[src/rtl/nbr_pkg.sv]
package nbr_pkg;

    // Flag bundle; bit order matches the flags_i port (bit4 OF .. bit0 CF)
    typedef struct packed {
        logic of_f;
        logic sf_f;
        logic zf_f;
        logic pf_f;
        logic cf_f;
    } flags_t;

    typedef enum logic [2:0] {
        K_COND   = 3'd0,
        K_JMP    = 3'd1,
        K_JCZ    = 3'd2,
        K_LOOP   = 3'd3,
        K_LOOPZ  = 3'd4,
        K_LOOPNZ = 3'd5,
        K_NONE   = 3'd6
    } kind_e;

    localparam logic [4:0] OPC_JMP    = 5'h10;
    localparam logic [4:0] OPC_JCZ    = 5'h11;
    localparam logic [4:0] OPC_LOOP   = 5'h12;
    localparam logic [4:0] OPC_LOOPZ  = 5'h13;
    localparam logic [4:0] OPC_LOOPNZ = 5'h14;

    function automatic kind_e classify(input logic [4:0] op);
        kind_e k;
        if (!op[4]) begin
            k = K_COND;
        end else begin
            case (op)
                OPC_JMP:    k = K_JMP;
                OPC_JCZ:    k = K_JCZ;
                OPC_LOOP:   k = K_LOOP;
                OPC_LOOPZ:  k = K_LOOPZ;
                OPC_LOOPNZ: k = K_LOOPNZ;
                default:    k = K_NONE;
            endcase
        end
        return k;
    endfunction

    function automatic logic is_loop(input kind_e k);
        return (k == K_LOOP) || (k == K_LOOPZ) || (k == K_LOOPNZ);
    endfunction

endpackage

[src/rtl/nbr_cond_eval.sv]
module nbr_cond_eval
    import nbr_pkg::*;
(
    input  flags_t     flags,
    input  logic [3:0] cc,
    output logic       met
);
    logic base;

    // Pairs share a test; bit 0 of the code inverts it
    always_comb begin
        case (cc[3:1])
            3'd0: base = flags.of_f;
            3'd1: base = flags.cf_f;
            3'd2: base = flags.zf_f;
            3'd3: base = flags.cf_f | flags.zf_f;
            3'd4: base = flags.sf_f;
            3'd5: base = flags.pf_f;
            3'd6: base = flags.sf_f ^ flags.of_f;
            default: base = flags.zf_f | (flags.sf_f ^ flags.of_f);
        endcase
        met = base ^ cc[0];
    end
endmodule

[src/rtl/nbr_count_unit.sv]
module nbr_count_unit #(
    parameter int CNT_W = 32
) (
    input  logic [CNT_W-1:0] count_in,
    input  logic             wide,
    output logic             is_zero,
    output logic             dec_nonzero,
    output logic [CNT_W-1:0] dec_val
);
    localparam int HALF = CNT_W / 2;

    logic [CNT_W-1:0] dec_full;
    logic [HALF-1:0]  dec_low;

    assign dec_full = count_in - CNT_W'(1);
    assign dec_low  = count_in[HALF-1:0] - HALF'(1);

    always_comb begin
        if (wide) begin
            is_zero     = (count_in == '0);
            dec_val     = dec_full;
            dec_nonzero = (dec_full != '0);
        end else begin
            is_zero     = (count_in[HALF-1:0] == '0);
            dec_val     = {count_in[CNT_W-1:HALF], dec_low};
            dec_nonzero = (dec_low != '0);
        end
    end
endmodule

[src/rtl/nbr_target_check.sv]
module nbr_target_check #(
    parameter int ADDR_W = 32,
    parameter int DISP_W = 32
) (
    input  logic [ADDR_W-1:0] nip,
    input  logic [DISP_W-1:0] disp,
    input  logic [ADDR_W-1:0] limit,
    output logic [ADDR_W-1:0] target,
    output logic              over_limit
);
    logic [ADDR_W-1:0] disp_ext;

    generate
        if (DISP_W < ADDR_W) begin : g_sext
            assign disp_ext = {{(ADDR_W-DISP_W){disp[DISP_W-1]}}, disp};
        end else begin : g_full
            assign disp_ext = disp[ADDR_W-1:0];
        end
    endgenerate

    assign target     = nip + disp_ext;
    assign over_limit = (target > limit);
endmodule

[src/rtl/nbr_resolver.sv]
module nbr_resolver
    import nbr_pkg::*;
#(
    parameter int ADDR_W = 32,
    parameter int DISP_W = 32
) (
    input  logic              clk,
    input  logic              rst,
    input  logic              in_valid,
    input  logic [4:0]        op_i,
    input  logic [ADDR_W-1:0] nip_i,
    input  logic [DISP_W-1:0] disp_i,
    input  logic [4:0]        flags_i,
    input  logic [ADDR_W-1:0] count_i,
    input  logic [ADDR_W-1:0] cs_limit_i,
    input  logic              asize32_i,
    output logic              out_valid,
    output logic [ADDR_W-1:0] ip_o,
    output logic              taken_o,
    output logic [ADDR_W-1:0] count_o,
    output logic              count_we_o,
    output logic              gp_fault_o
);
    localparam int HALF = ADDR_W / 2;

    flags_t            fl;
    kind_e             kind;
    logic              cc_met, cnt_zero, dec_nz, over, want, loop_op;
    logic [ADDR_W-1:0] target, dec_val;

    assign fl   = flags_t'(flags_i);
    assign kind = classify(op_i);

    nbr_cond_eval u_cond (
        .flags (fl),
        .cc    (op_i[3:0]),
        .met   (cc_met)
    );

    nbr_count_unit #(.CNT_W(ADDR_W)) u_cnt (
        .count_in    (count_i),
        .wide        (asize32_i),
        .is_zero     (cnt_zero),
        .dec_nonzero (dec_nz),
        .dec_val     (dec_val)
    );

    nbr_target_check #(.ADDR_W(ADDR_W), .DISP_W(DISP_W)) u_tgt (
        .nip        (nip_i),
        .disp       (disp_i),
        .limit      (cs_limit_i),
        .target     (target),
        .over_limit (over)
    );

    always_comb begin
        case (kind)
            K_COND:   want = cc_met;
            K_JMP:    want = 1'b1;
            K_JCZ:    want = cnt_zero;
            K_LOOP:   want = dec_nz;
            K_LOOPZ:  want = dec_nz & fl.zf_f;
            K_LOOPNZ: want = dec_nz & ~fl.zf_f;
            default:  want = 1'b0;
        endcase
        loop_op = is_loop(kind);
    end

    always_ff @(posedge clk) begin
        if (rst) begin
            out_valid  <= 1'b0;
            ip_o       <= '0;
            taken_o    <= 1'b0;
            count_o    <= '0;
            count_we_o <= 1'b0;
            gp_fault_o <= 1'b0;
        end else begin
            out_valid <= in_valid;
            if (in_valid) begin
                taken_o    <= want & ~over;
                gp_fault_o <= want & over;
                ip_o       <= (want & ~over) ? target : nip_i;
                count_we_o <= loop_op & ~(want & over);
                count_o    <= (loop_op & ~(want & over)) ? dec_val : count_i;
            end else begin
                taken_o    <= 1'b0;
                gp_fault_o <= 1'b0;
                count_we_o <= 1'b0;
            end
        end
    end

    // result strobe follows the request strobe by one cycle
    p_latency_r2: assert property (@(posedge clk) disable iff (rst)
        in_valid |=> out_valid);
    p_idle_r2: assert property (@(posedge clk) disable iff (rst)
        !in_valid |=> (!out_valid && !taken_o && !count_we_o && !gp_fault_o));
    // a fault never coincides with a taken transfer
    p_fault_not_taken_r10: assert property (@(posedge clk) disable iff (rst)
        gp_fault_o |-> !taken_o);
    // a taken target always lies within the limit
    p_taken_in_limit_r10: assert property (@(posedge clk) disable iff (rst)
        (out_valid && taken_o) |-> (ip_o <= $past(cs_limit_i)));
    // no count commit alongside a fault
    p_fault_no_write_r11: assert property (@(posedge clk) disable iff (rst)
        gp_fault_o |-> !count_we_o);
    // untaken results leave the pointer at the next instruction
    p_untaken_ip_r12: assert property (@(posedge clk) disable iff (rst)
        (out_valid && !taken_o) |-> (ip_o == $past(nip_i)));
    // narrow count write-back keeps the upper half
    p_upper_kept_r9: assert property (@(posedge clk) disable iff (rst)
        (out_valid && !$past(asize32_i)) |->
            (count_o[ADDR_W-1:HALF] == $past(count_i[ADDR_W-1:HALF])));
    // unused opcodes have no effect
    p_unused_quiet_r13: assert property (@(posedge clk) disable iff (rst)
        (in_valid && op_i > OPC_LOOPNZ) |=> (!taken_o && !count_we_o && !gp_fault_o));
endmodule

[config.mk]
export PLATFORM = sky130hd
export DESIGN_NAME = nbr_resolver
export DESIGN_NICKNAME = d
export VERILOG_FILES = /design/src/rtl/nbr_pkg.sv /design/src/rtl/nbr_cond_eval.sv /design/src/rtl/nbr_count_unit.sv /design/src/rtl/nbr_target_check.sv /design/src/rtl/nbr_resolver.sv
export SDC_FILE = /design/constraint.sdc
export NUM_CORES = 1
export LEC_CHECK = 0
export ABC_AREA = 1
export ABC_CLOCK_PERIOD_IN_PS = 3920
export BUFFER_PORTS_ARGS = -buffer_cell sky130_fd_sc_hd__buf_2
export CAP_MARGIN = 20
export CORE_ASPECT_RATIO = 0.75
export CORE_MARGIN = 2
export CORE_UTILIZATION = 39
export CTS_CLUSTER_SIZE = 28
export DETAILED_ROUTE_END_ITERATION = 12
export GPL_TIMING_DRIVEN = 0
export PLACE_DENSITY = 0.71
export SLEW_MARGIN = 20
export SYNTH_ARGS = -nofsm -noshare
export SYNTH_HDL_FRONTEND = slang
export SYNTH_SLANG_ARGS = --single-unit
[constraint.sdc]
create_clock -name clk -period 3.92 [get_ports clk]
set_input_delay 0.196 -clock clk [delete_from_list [all_inputs] [get_ports clk]]
set_output_delay 0.196 -clock clk [all_outputs]
set_load 0.02 [all_outputs]
==> flow_metrics.tcl <==
set metrics [dict create \
    yosys_register_bits 68 \
    die_w_um 159 \
    insertion_delay_ns 0.34 \
    rows 42 \
    whs_ns 0.0430 \
    ios 210 \
    initial_core_util 0.398 \
    hold_viol 0 \
    gp_congestion 0.968 \
    violations "setup timing" \
    viasPerCell 5.22 \
    ff2ff_setup_slack_ns 3.20 \
    p_per_area_nw_per_um2 311 \
    antenna_found_initial 0 \
    drc 0 \
    hp-class "input pin to flop" \
    whs_endpoint "out_valid$_SDFF_PP0_" \
    fin_worst_skew_ns 0 \
    drtPass1Iterations 6 \
    worst_setup_path_start_kind "input pin" \
    max_freq_mhz 253 \
    antenna_left 0 \
    core_um2 17700 \
    clock_sinks 68 \
    end_kind "flop" \
    cp_slowest_cell "ha_1" \
    post_drt_wl_per_cell_um 15.9 \
    syn_inst 1168 \
    period_needed_ns 3.95 \
    maxCapViolCount 0 \
    r2r-end "count_o[9]$_SDFFE_PP0P_" \
    cts_made_buffers 9 \
    path_class "input pin to flop" \
    syn_area_per_cell_um2 6.01 \
    path_clk_slew_ns 0.06 \
    grt_pass1_vias 7702 \
    seq_area_frac_synth 0.194 \
    synth_warnings 0 \
    grt_max_degree 14 \
    wirelength_um 26500 \
    rsz0062_at_grt "yes" \
    drt_iter0_markers 636 \
    stdcell_area_um2 9960 \
    fin_nets 1623 \
    synth_cell_types 42 \
    fillers 1720 \
    path_max_fanout 6 \
    cts_tree "yes" \
    finalCritPeriodShare 1.01 \
    arrival_ns 4.15 \
    p_total_w 0.00309 \
    slew-limit-headroom 0.509 \
    max_stage_delay_ns 0.35 \
    ir_worst_vdd_mv 0.199 \
    finalSetupViolations 3 \
    postPlaceCellArea_um2 8370 \
    root_buffer "clkbuf_16" \
    leakagePower_nw 4.98 \
    post-place-ws_ns -1.09 \
    overflow 0 \
    required_ns 4.12 \
    dp_hpwl_um 20300 \
    setup_slack_ns -0.0307 \
    die_h_um 120 \
    hold_depth 2 \
    vias 8682 \
    worst_slew_pin_slew_ns 0.737 \
    drive_above_1_share 0.313 \
    dieArea_um2 19100 \
    r2r-start "count_o[9]$_SDFFE_PP0P_" \
    area_growth_pct 41.8 \
    outcome "finished, violations left" \
    diodes 0 \
    crit_top_cell "nand2_1" \
    fin_tns_setup_ns -0.0372 \
    hp-start "rst" \
    io_buffers 208 \
    syn_nets 1376 \
    htree_levels 3 \
    synthesis.area_um2 7020 \
    r2r.worst_path.cells 2 \
    slew_viol_final 0 \
    grt_pass1_wl_um 39700 \
    grt_usage 0.259 \
    cts_buffer_depth 2 \
]
==> logic make-up (layout without fill, tap and decap cells) <==
logic type                 count (synthesis)  in the layout  synth area share
adders and majority gates                 66             66             0.119
and+or+nand+nor                          565            565             0.343
xor gates and xnor gates                  41             41            0.0522
AOI/OAI and AO/OA                        227            227             0.179
DFF                                       68             68             0.194
buffers and inverters                    201            453             0.113
==> cells in the mapped netlist, drive strengths merged <==
library cell / number / area [µm²]
a21boi: 4 / 30.0
a21o: 2 / 15.0
a21oi: 119 / 596
a31o: 1 / 8.76
a31oi: 4 / 25.0
and2: 1 / 6.26
buf: 12 / 86.3
clkbuf: 27 / 103
dfxtp: 68 / 1360
fa: 1 / 20.0
ha: 65 / 813
inv: 162 / 608
nand2: 352 / 1350
nand3: 74 / 375
nand3b: 6 / 45.0
nand4: 18 / 113
nor2: 99 / 437
nor3: 9 / 45.0
nor3b: 1 / 7.51
nor4: 4 / 25.0
o211ai: 23 / 173
o21a: 4 / 30.0
o21ai: 59 / 295
o21bai: 4 / 30.0
o221a: 1 / 11.3
o221ai: 1 / 8.76
o22ai: 2 / 12.5
o31ai: 3 / 22.5
or2: 1 / 6.26
xnor2: 10 / 87.6
xor2: 31 / 279
==> stage by stage <==
stage | util | cells
after CTS | 0.519 | 1641
after detailed placement | 0.474 | 1618
after global placement | 0.474 | 1618
after global routing | 0.564 | 1662
final | 0.564 | 1662
after floorplan | - | 1168
==> critical path, delay by kind of cell <==
kind	cells	cell delay [ns]
buf+inv	6	0.74
fa+ha+maj	2	0.62
compound gates	7	0.96
simple gates	11	1.63
==> state kept, by name (all words and copies together) (netlist names) <==
name / flops
count_o: 32
taken_o: 1
out_valid: 1
gp_fault_o: 1
count_we_o: 1
ip_o: 32
==> layout by cell type, fill, tap and decap left out, types with 18 or more instances in the layout <==
cell type	n
a21oi_1	83
buf_4	19
inv_1	154
clkbuf_1	26
xor2_1	30
nand3_1	53
nor2_1	85
a21oi_2	33
o211ai_1	23
nand4_1	18
dfxtp_1	68
ha_1	47
nand2_1	289
buf_2	206
o21ai_0	38
nand2_2	51
nand3_2	18
==> area by class of cell <==
class,count,area [µm²],area share
Buffer,39,284,0.0285
Tap cell,242,303,0.0304
Timing Repair Buffer,236,1410,0.141
Sequential cell,68,1360,0.137
Clock buffer,9,225,0.0226
Multi-Input combinational cell,899,5670,0.570
Inverter,162,608,0.0611
Clock inverter,7,98.8,0.00992
==> power breakdown <==
group / switching, W / leakage, nW / internal, W
Clock: 0.000354 / 0.156 / 0.000562
Combinational: 0.000830 / 4.26 / 0.000570
Sequential: 0.0000309 / 0.561 / 0.000747
Total: 0.00121 / 4.98 / 0.00188
==> per-layer routing <==
metal | global-route usage | vias to the layer above | routed length, µm
li1 | - | 4302 | -
met1 | 0.387 | 3976 | 12700
met2 | 0.375 | 365 | 10900
met3 | 0.0563 | 39 | 2340
met4 | 0.0693 | 0 | 573
met5 | 0 | - | 0
==> how the worst max path moves through the flow <==
stage | start | end | slack (ns) | depth (start not counted)
after floorplan | nip_i[0] | ip_o[3]$_SDFFE_PP0P_ | 0.17 | 28
after global placement | nip_i[0] | count_o[31]$_SDFFE_PP0P_ | -1.04 | 29
after detailed placement | nip_i[0] | count_o[28]$_SDFFE_PP0P_ | -1.09 | 29
after CTS | nip_i[20] | ip_o[12]$_SDFFE_PP0P_ | 0.001 | 26
after global routing | nip_i[3] | ip_o[24]$_SDFFE_PP0P_ | -0.22 | 27
final | nip_i[3] | ip_o[6]$_SDFFE_PP0P_ | -0.03 | 26
==> repair_timing <==
item,4_1_cts,5_1_grt
pin swaps,28,55
resized for setup,85,142
setup endpoints to repair,67,67
setup buffers,5,16
gates cloned,2,5
hold buffers,0,0
(Power assumes the default switching activity.)
